**config.mk**
```make
export PLATFORM = sky130hd
export DESIGN_NAME = mseq_top
export DESIGN_NICKNAME = d
export VERILOG_FILES = /design/src/rtl/mseq_pkg.sv /design/src/rtl/mseq_decode.sv /design/src/rtl/mseq_uword.sv /design/src/rtl/mseq_stepper.sv /design/src/rtl/mseq_top.sv
export SDC_FILE = /design/constraint.sdc
export NUM_CORES = 1
export LEC_CHECK = 0
export BUFFER_PORTS_ARGS = -buffer_cell sky130_fd_sc_hd__buf_2
export CAP_MARGIN = 20
export CORE_MARGIN = 5
export CORE_UTILIZATION = 40
export DETAILED_ROUTE_END_ITERATION = 8
export HOLD_SLACK_MARGIN = 0.12
export PLACE_DENSITY = 0.76
export SLEW_MARGIN = 10
export SYNTH_ARGS = -nofsm -noshare
export SYNTH_HDL_FRONTEND = slang
export SYNTH_SLANG_ARGS = --single-unit
```
**constraint.sdc**
```tcl
create_clock -name clk -period 4.2 [get_ports clk]
set_input_delay 0.84 -clock clk [delete_from_list [all_inputs] [get_ports clk]]
set_output_delay 0.84 -clock clk [all_outputs]
set_load 0.01 [all_outputs]
```
**src/rtl/mseq_pkg.sv**
```systemverilog
package mseq_pkg;

   localparam int CW = 21;

   // bus drivers, one-hot
   localparam int C_PC_OUT   = 0;
   localparam int C_MEM_OUT  = 1;
   localparam int C_REG_OUT  = 2;
   localparam int C_ALU_OUT  = 3;
   localparam int C_SP_OUT   = 4;
   localparam int C_ARG_OUT  = 5;
   localparam int N_DRIVERS  = 6;
   // loads and strobes
   localparam int C_MAR_LD   = 6;
   localparam int C_IR_LD    = 7;
   localparam int C_ARG_LD   = 8;
   localparam int C_PC_INC   = 9;
   localparam int C_PC_LD    = 10;
   localparam int C_REG_LD   = 11;
   localparam int C_ALUB_LD  = 12;
   localparam int C_ALU_SUB  = 13;
   localparam int C_FLAG_LD  = 14;
   localparam int C_SP_INC   = 15;
   localparam int C_SP_DEC   = 16;
   localparam int C_MEM_WR   = 17;
   localparam int C_HALT     = 18;
   localparam int C_SEL_SRC  = 19;
   localparam int C_LAST     = 20;

   typedef enum logic [3:0] {
      K_NOP, K_HLT, K_MVI, K_SUB, K_ADD, K_LDA, K_LDI,
      K_JMP, K_JC, K_JZ, K_ST, K_PUSH, K_POP
   } iclass_t;

   function automatic logic [CW-1:0] bm(input int idx);
      return CW'(1) << idx;
   endfunction

endpackage

```
**src/rtl/mseq_decode.sv**
```systemverilog
module mseq_decode
   import mseq_pkg::*;
#(
   parameter int DATA_W = 8
) (
   input  logic [DATA_W-1:0] op,
   output iclass_t           cls
);

   generate
      if (DATA_W != 8) begin : g_bad_width
         $error("mseq_decode: opcode table is laid out for 8-bit opcodes");
      end
   endgenerate

   always_comb begin
      casez (op)
         8'h01:        cls = K_HLT;
         8'b0001_00??: cls = K_MVI;
         8'b0100_????: cls = K_SUB;
         8'b0101_????: cls = K_ADD;
         8'b0110_00??: cls = K_LDA;
         8'b0111_????: cls = K_LDI;
         8'h80:        cls = K_JMP;
         8'h81:        cls = K_JC;
         8'h82:        cls = K_JZ;
         8'b1001_????: cls = K_ST;
         8'b1011_00??: cls = K_PUSH;
         8'b1011_01??: cls = K_POP;
         default:      cls = K_NOP;
      endcase
   end

endmodule

```
**src/rtl/mseq_uword.sv**
```systemverilog
module mseq_uword
   import mseq_pkg::*;
#(
   parameter int STEP_W = 3
) (
   input  iclass_t          cls,
   input  logic [STEP_W-1:0] step,
   input  logic             cf,
   input  logic             zf,
   output logic [CW-1:0]    cw
);

   logic [31:0] st_i;
   logic        taken;

   assign st_i  = 32'(step);
   assign taken = (cls == K_JMP) || (cls == K_JC && cf) || (cls == K_JZ && zf);

   always_comb begin
      cw = bm(C_LAST);
      case (st_i)
         32'd0: cw = bm(C_PC_OUT) | bm(C_MAR_LD);
         32'd1: cw = bm(C_MEM_OUT) | bm(C_IR_LD) | bm(C_PC_INC)
                   | ((cls == K_NOP) ? bm(C_LAST) : '0);
         32'd2: begin
            case (cls)
               K_HLT:        cw = bm(C_HALT);
               K_MVI, K_LDA: cw = bm(C_PC_OUT) | bm(C_MAR_LD);
               K_SUB, K_ADD: cw = bm(C_REG_OUT) | bm(C_SEL_SRC) | bm(C_ALUB_LD);
               K_LDI:        cw = bm(C_REG_OUT) | bm(C_SEL_SRC) | bm(C_MAR_LD);
               K_JMP, K_JC, K_JZ:
                  cw = taken ? (bm(C_PC_OUT) | bm(C_MAR_LD))
                             : (bm(C_PC_INC) | bm(C_LAST));
               K_ST:         cw = bm(C_REG_OUT) | bm(C_MAR_LD);
               K_PUSH:       cw = bm(C_SP_DEC);
               K_POP:        cw = bm(C_SP_OUT) | bm(C_MAR_LD);
               default:      cw = bm(C_LAST);
            endcase
         end
         32'd3: begin
            case (cls)
               K_HLT: cw = bm(C_HALT);
               K_MVI: cw = bm(C_MEM_OUT) | bm(C_ARG_LD) | bm(C_PC_INC)
                         | bm(C_REG_LD) | bm(C_SEL_SRC) | bm(C_LAST);
               K_LDA: cw = bm(C_MEM_OUT) | bm(C_ARG_LD) | bm(C_PC_INC);
               K_SUB: cw = bm(C_ALU_OUT) | bm(C_ALU_SUB) | bm(C_FLAG_LD)
                         | bm(C_REG_LD) | bm(C_LAST);
               K_ADD: cw = bm(C_ALU_OUT) | bm(C_FLAG_LD) | bm(C_REG_LD) | bm(C_LAST);
               K_LDI: cw = bm(C_MEM_OUT) | bm(C_REG_LD) | bm(C_LAST);
               K_JMP, K_JC, K_JZ:
                  cw = bm(C_MEM_OUT) | bm(C_ARG_LD) | bm(C_PC_LD) | bm(C_LAST);
               K_ST:  cw = bm(C_REG_OUT) | bm(C_SEL_SRC) | bm(C_MEM_WR) | bm(C_LAST);
               K_PUSH: cw = bm(C_SP_OUT) | bm(C_MAR_LD);
               K_POP: cw = bm(C_MEM_OUT) | bm(C_REG_LD) | bm(C_SEL_SRC)
                         | bm(C_SP_INC) | bm(C_LAST);
               default: cw = bm(C_LAST);
            endcase
         end
         32'd4: begin
            case (cls)
               K_LDA:  cw = bm(C_ARG_OUT) | bm(C_MAR_LD);
               K_PUSH: cw = bm(C_REG_OUT) | bm(C_SEL_SRC) | bm(C_MEM_WR) | bm(C_LAST);
               default: cw = bm(C_LAST);
            endcase
         end
         32'd5: begin
            case (cls)
               K_LDA:  cw = bm(C_MEM_OUT) | bm(C_REG_LD) | bm(C_SEL_SRC) | bm(C_LAST);
               default: cw = bm(C_LAST);
            endcase
         end
         default: cw = bm(C_LAST);
      endcase
   end

endmodule

```
**src/rtl/mseq_stepper.sv**
```systemverilog
module mseq_stepper #(
   parameter int MAX_STEPS = 6,
   parameter int STEP_W    = 3
) (
   input  logic              clk,
   input  logic              rst,
   input  logic              last,
   input  logic              halt,
   output logic [STEP_W-1:0] step
);

   localparam logic [STEP_W-1:0] TOP = STEP_W'(MAX_STEPS - 1);

   logic              wrap;
   logic [STEP_W-1:0] step_nx;

   generate
      if ((2 ** STEP_W) == MAX_STEPS) begin : g_natural_wrap
         assign wrap = last;
      end else begin : g_cap_wrap
         assign wrap = last || (step == TOP);
      end
   endgenerate

   always_comb begin
      if (halt)      step_nx = step;
      else if (wrap) step_nx = '0;
      else           step_nx = step + STEP_W'(1);
   end

   always_ff @(posedge clk) begin
      if (rst) step <= '0;
      else     step <= step_nx;
   end

   p_step_cap_r4: assert property (@(posedge clk) disable iff (rst)
      step <= TOP);

   p_restart_r3: assert property (@(posedge clk) disable iff (rst)
      (last && !halt) |=> step == '0);

   p_advance_r3: assert property (@(posedge clk) disable iff (rst)
      (!last && !halt && step != TOP) |=> step == $past(step) + STEP_W'(1));

   p_halt_hold_r7: assert property (@(posedge clk) disable iff (rst)
      halt |=> $stable(step));

endmodule

```
**src/rtl/mseq_top.sv**
```systemverilog
module mseq_top
   import mseq_pkg::*;
#(
   parameter  int DATA_W    = 8,
   parameter  int MAX_STEPS = 6,
   localparam int STEP_W    = $clog2(MAX_STEPS)
) (
   input  logic              clk,
   input  logic              rst,
   input  logic [DATA_W-1:0] mem_data,
   input  logic              cf,
   input  logic              zf,
   output logic [CW-1:0]     ctrl_o,
   output logic [STEP_W-1:0] step_o,
   output logic [1:0]        reg_sel_o,
   output logic [DATA_W-1:0] opcode_o
);

   generate
      if (MAX_STEPS < 6) begin : g_bad_steps
         $error("mseq_top: microprogram needs six steps");
      end
      if (DATA_W != 8) begin : g_bad_data
         $error("mseq_top: data width must be 8");
      end
   endgenerate

   logic [DATA_W-1:0] ir;
   logic [DATA_W-1:0] op_eff;
   logic [STEP_W-1:0] step;
   logic [CW-1:0]     cw;
   iclass_t           cls;

   // during the opcode fetch step, decode the byte on the bus directly
   assign op_eff = (step == STEP_W'(1)) ? mem_data : ir;

   mseq_decode #(.DATA_W(DATA_W)) u_dec (
      .op  (op_eff),
      .cls (cls)
   );

   mseq_uword #(.STEP_W(STEP_W)) u_rom (
      .cls  (cls),
      .step (step),
      .cf   (cf),
      .zf   (zf),
      .cw   (cw)
   );

   mseq_stepper #(.MAX_STEPS(MAX_STEPS), .STEP_W(STEP_W)) u_step (
      .clk  (clk),
      .rst  (rst),
      .last (cw[C_LAST]),
      .halt (cw[C_HALT]),
      .step (step)
   );

   always_ff @(posedge clk) begin
      if (rst)              ir <= '0;
      else if (cw[C_IR_LD]) ir <= mem_data;
   end

   assign ctrl_o    = cw;
   assign step_o    = step;
   assign opcode_o  = ir;
   assign reg_sel_o = cw[C_SEL_SRC] ? op_eff[1:0] : op_eff[3:2];

   p_one_driver_r8: assert property (@(posedge clk) disable iff (rst)
      $onehot0(cw[N_DRIVERS-1:0]));

   p_irld_fetch_r2: assert property (@(posedge clk) disable iff (rst)
      cw[C_IR_LD] |-> step == STEP_W'(1));

   p_ir_capture_r2: assert property (@(posedge clk) disable iff (rst)
      cw[C_IR_LD] |=> ir == $past(mem_data));

   p_ir_hold_r2: assert property (@(posedge clk) disable iff (rst)
      !cw[C_IR_LD] |=> $stable(ir));

   p_pc_exclusive_r5: assert property (@(posedge clk) disable iff (rst)
      !(cw[C_PC_INC] && cw[C_PC_LD]));

endmodule

```
Yosys cells after proc, flatten, opt, wreduce, memory -nomap -nowiden --
Memories as Yosys holds them, arrays and structs flattened. Cells that the tools add are included.
Word-level totals: bits in writable memories 0, output and inout port bits 34, bits of input ports 12, word-level logic and storage cells 53, bits in registers 11, memories kept 1, latch bits 0, memory bits (read-only) 256
Cells by class: mux-type cells 10, eq/ne operators 29, magnitude comparators 0, multiply operators 0, reductions and logical operators 10, $add $sub $neg 1, divide/modulo/power cells 0, shifts and indexed selects 0, bitwise gates (word level) 0
Memories:
- (name not given) | words 16, width 16, rd ports 1, clocked after memory_dff 0, wr ports 0, line mseq_uword.sv:41 | case (cls)
Operators by type and width (number):
- one-hot mux 21 bit (8 select lines) | 1
- one-hot mux 21 bit (6 select lines) | 1
- one-hot mux 4 bit (12 select lines) | 1
- two-way mux 21 bit | 2
- one-hot mux 21 bit (2 select lines) | 1
- logical NOT 32 bit | 1
- == test 4 x 3 -> 1 bit, second input constant | 7
- == test 4 bit, second input constant | 6
- == test 8 bit, second input constant | 3
- two-way mux 20 bit | 1
- == test 6 bit, second input constant | 2
- == test 4 x 2 -> 1 bit, second input constant | 2
- == test 8 x 1 -> 1 bit, second input constant | 1
- two-way mux 8 bit | 1
- == test 3 x 2 -> 1 bit, second input constant | 2
- == test 3 bit, second input constant | 2
- == test 6 x 3 -> 1 bit, second input constant | 1
- == test 6 x 5 -> 1 bit, second input constant | 1
- == test 4 x 1 -> 1 bit, second input constant | 1
- logical NOT 4 bit | 1
- OR reduction 2 bit | 2
- adder 3 x 1 -> 3 bit, second input constant | 1
- == test 3 x 1 -> 1 bit, second input constant | 1
- logical OR 1 bit | 3
- 4 further kinds | 5

Logic depth before layout (Yosys ltp) --
word-level depth 13, depth in mapped cells 12

By module --
Synthesis repeated with hierarchy kept, for this count alone.
Unflattened totals: cells, all modules 177, area total of the unflattened synthesis 1446.4 µm²
Modules (own cells, without submodules):
- mseq_uword | instances 1, area an instance 636.9 µm², cells an instance 92
- mseq_top | instances 1, area an instance 437.9 µm², cells an instance 38
- mseq_decode | instances 1, area an instance 212.7 µm², cells an instance 31
- mseq_stepper | instances 1, area an instance 158.9 µm², cells an instance 16

Worst setup path before layout --
No wires, ideal clock.
path type input -> output, start input mem_data[2], end output reg_sel_o[0], setup slack 0.587 ns, stages on the path 7, data arrival time 2.773 ns, cell sequence or4b_4 > o31a_4 > a2111oi_4 > a2111o_1 > o21ai_1 > o211ai_2 > mux2i_1
Between the ends: word-level cells in the longest chain between the ends 8, elaborated cells between the ends (all ways) 31
Ends and longest elaborated chain:
- start, declared | line mseq_top.sv:10 | input logic [DATA_W-1:0] mem_data,
- two-way mux 8 bit * | line mseq_top.sv:35 | assign op_eff = (step == STEP_W'(1)) ? mem_data : ir;
- == test 8 bit, or another cell as far along | line mseq_decode.sv:17 | casez (op)
- one-hot mux 4 bit (12 select lines) * | line mseq_decode.sv:17
- == test 4 bit, or another cell as far along | line mseq_uword.sv:26 | case (cls)
- OR reduction 3 bit or OR reduction 2 bit (tied branches) | line mseq_uword.sv:26
- one-hot mux 21 bit (8 select lines) | line mseq_uword.sv:26
- one-hot mux 21 bit (6 select lines) * | line mseq_uword.sv:21 | case (st_i)
- named net ctrl_o[19] | line mseq_top.sv:13 | output logic [CW-1:0] ctrl_o,
- two-way mux 2 bit * | line mseq_top.sv:66 | assign reg_sel_o = cw[C_SEL_SRC] ? op_eff[1:0] : op_eff[3:2];
- end, declared | line mseq_top.sv:15 | output logic [1:0] reg_sel_o,
Mark *: on every way through the listed nets, which the timed path passes. The rest lies on a longest branch.

Worst setup path after layout --
start register u_step.step[0], end output ctrl_o[20]
Between the ends: word-level cells in the longest chain between the ends 11, elaborated cells between the ends (all ways) 46
Ends and longest elaborated chain:
- start, declared | line mseq_stepper.sv:9 | output logic [STEP_W-1:0] step
- start signal, assigned | line mseq_stepper.sv:33 | else step <= step_nx;
- == test 3 x 1 -> 1 bit | line mseq_uword.sv:21, mseq_top.sv:35
- two-way mux 8 bit | line mseq_top.sv:35
- == test 8 bit, or another cell as far along | line mseq_decode.sv:17
- one-hot mux 4 bit (12 select lines) | line mseq_decode.sv:17
- == test 4 bit | line mseq_uword.sv:17, mseq_uword.sv:26
- logical AND 1 bit | line mseq_uword.sv:17 | assign taken = (cls == K_JMP) || (cls == K_JC && cf) || (cls == K_JZ && zf);
- logical OR 1 bit (2 in a row) | line mseq_uword.sv:17
- two-way mux 21 bit | line mseq_uword.sv:32 | cw = taken ? (bm(C_PC_OUT) | bm(C_MAR_LD))
- one-hot mux 21 bit (8 select lines) | line mseq_uword.sv:26
- one-hot mux 21 bit (6 select lines) * | line mseq_uword.sv:21
- end, declared | line mseq_top.sv:13
Every way passes the cells marked *; elsewhere a longest branch is shown, timed or not.

==> out/qor.yml <==
outcome:
  status: "complete, no violations"
routing:
  postRouteAntennaNets: 0
  vias: 1606
  first_iter_violations: 142
  first_pass_iters: 4
  wl_per_cell_microns: 15.8
  drc: 0
  wirelength_mm: 4.34
  viasPerCell: 5.86
critical_path:
  path_cells: "ha_2 -> nand2b_1 -> buf_4 -> a31oi_4 -> a2bb2oi_1 -> o221a_2 -> mux2_2 -> o21ai_1 -> or2_1 -> buf_2"
  path_buf_inv: 2
  cp_num_cells: 10
  worst-setup-path-type: "reg2out"
  crit_arrival_ns: 3.17
  cp_top_family: "compound AO/OA/AOI/OAI gates"
  slowest_stage: "dfxtp_1"
  endpoint_kind: "output port"
  critPathMaxFanout: 11
  crit_required_ns: 3.36
  start_kind: "register"
  reg2regPathDepth: 9
  max_stage_delay_ns: 0.43
logic_synthesis:
  yosys_register_bits: 11
  async_flop_share: 0
  syn_area_sq_mm: 0.00142
  synth_edf_count: 0
  avgSynthCellArea_sq_um: 7.91
  synth.net_count: 196
  synthCells: 179
  seq_area_frac_synth: 0.156
  yosysWarnings: 0
  yosysUniqueCellTypes: 60
  synth_top_flop_cell: "dfxtp_1"
cells_and_area:
  areaGrowthSynthToFinish_pct: 26.0
  drive_above_1_share: 0.351
  n_antenna_cell: 0
  final_cell_mix: "buf_2 (45), nor2_1 (24), nand2_1 (12)"
  final_common_cell: "buf_2"
  final_nets: 246
timing:
  fin_skew_ns: 0.00227
  slew_viol_final: 0
  finalSetupViolCount: 0
  rsz0062_at_grt: "false"
  fin_tns_setup_ns: 0
  finalCritPeriodShare: 0.955
  worst-slew-pin-transition_ns: 0.488
  relSlewSlack: 0.675
  period_needed_ns: 4.01
  fmax_mhz: 249
  hold_violations: 0
global_route:
  grt_pass1_vias: 1555
  grt_max_degree: 20
  track_usage: 0.180
  grt_overflow: 0
  antenna_found_initial: 0
  grt_pass1_wl_mm: 7.48
floorplan:
  core.rowCount: 21
  die_x_microns: 69.5
  ios: 46
  coreArea_sq_mm: 0.00339
  initial_core_util: 0.417
  die_h_microns: 69.5
  dieArea_sq_mm: 0.00483
clock_network:
  cts-resized-gates: 0
  ctsLongestPathBuffers: 2
  postCtsSetupBuffers: 0
  cts_tree: "yes"
  cts_buffers: 3
  cts_root_buffer: "clkbuf_4"
  cts.sinks: 11
  hold_buffers: 0
  clock_latency_ns: 0.28
  clkTransAtPathRegs_ns: 0.07
  htreeDepth: 1
run:
  maxCapViolations: 0
hold_path:
  holdPathStages: 2
  worst_hold_path_type: "reg2reg"
power_and_ir_drop:
  total_power_mw: 1.08
  pwr_density_cell_mw_per_mm2: 607
  peakVddDrop_mv: 0.317
  power_leakage_nw: 0.771
placed_design:
  place.gp.congestion: 0.905
  hpwl_mm: 3.40
  io_buffers: 45
layout make-up:
cell class              count  area (sq um)
clock buffers               4          26.3
fillers                   341          1610
well taps                  46          57.6
flip-flops and latches     11           220
inverters                   8          32.5
multi-input cells         150          1150
repair buffers             55           300
registers in the layout, indices dropped and copies added, names as in the netlist:
register and flops:
u_step.step 3, opcode_o 8
path summary, 6_finish.rpt:
path                          startpoint                          end  slack [ns]
max          u_step.step[0]$_SDFFE_PP0N_                   ctrl_o[20]        0.19
min          u_step.step[1]$_SDFFE_PP0N_  u_step.step[1]$_SDFFE_PP0N_        0.52
max reg2reg  u_step.step[0]$_SDFFE_PP0N_  u_step.step[2]$_SDFFE_PP0N_        1.17
min reg2reg  u_step.step[1]$_SDFFE_PP0N_  u_step.step[1]$_SDFFE_PP0N_        0.52
synth_stat cells, types with 3 or more instances:
master     instances  area, sq um
nand4_1            4         25.0
mux2i_1           10          100
buf_2              4         20.0
ha_1               5         62.6
o41ai_1            3         26.3
buf_4              3         22.5
and4_1             3         26.3
a31oi_1            3         18.8
o21ai_1            4         20.0
dfxtp_1           11          220
inv_1              7         26.3
and3_1             3         18.8
o31ai_1            3         22.5
or3_1              3         18.8
a211oi_1           3         22.5
nand2_1           12         45.0
nand4bb_1          3         33.8
nor3_1             5         25.0
a21oi_1            5         25.0
nor2_1            24         90.1
nand2b_1           5         31.3
o21ai_0            6         30.0
routing by layer:
| metal | global-route usage | part of all wire | vias up |
|---|---|---|---|
| met5 | 0 | 0 | - |
| met3 | 0.0246 | 0.066 | 4 |
| met2 | 0.298 | 0.47 | 57 |
| met1 | 0.240 | 0.46 | 755 |
| li1 | - | - | 790 |
| met4 | 0.0564 | 0.0088 | 0 |
kinds of logic after synthesis:
kind of cell / share of synthesized area
fa+ha+maj: 0.0442
simple gates: 0.337
buf+inv: 0.0592
mux: 0.0867
flops: 0.156
xor+xnor: 0.0124
compound gates: 0.305
tightest hold or removal path: stages (launching register included):
cell	delay, ns
dfxtp_1	0.35
nand2_1	0.07
o41ai_1	0.06
power breakdown:
group / internal (mW) / total, mW / leakage (nW) / switching, mW
Sequential: 0.131 / 0.174 / 0.0899 / 0.0425
Combinational: 0.340 / 0.833 / 0.666 / 0.493
Clock: 0.0369 / 0.0757 / 0.0150 / 0.0388
Total: 0.508 / 1.08 / 0.771 / 0.575
through the flow:
| step | cells | cell area, sq um | hold slack [ns] | setup slack, ns | util |
|---|---|---|---|---|---|
| floorplan | 179 | 1420 | 0.516 | 0.587 | - |
| global placement | 270 | 1720 | 0.513 | 0.359 | 0.507 |
| CTS | 274 | 1750 | 0.519 | 0.0462 | 0.515 |
| detailed placement | 270 | 1720 | 0.509 | 0.341 | 0.507 |
| finish | 274 | 1780 | 0.523 | 0.191 | 0.526 |
| global route | 274 | 1780 | 0.592 | 0.00349 | 0.526 |
(Power assumes the default switching activity.)
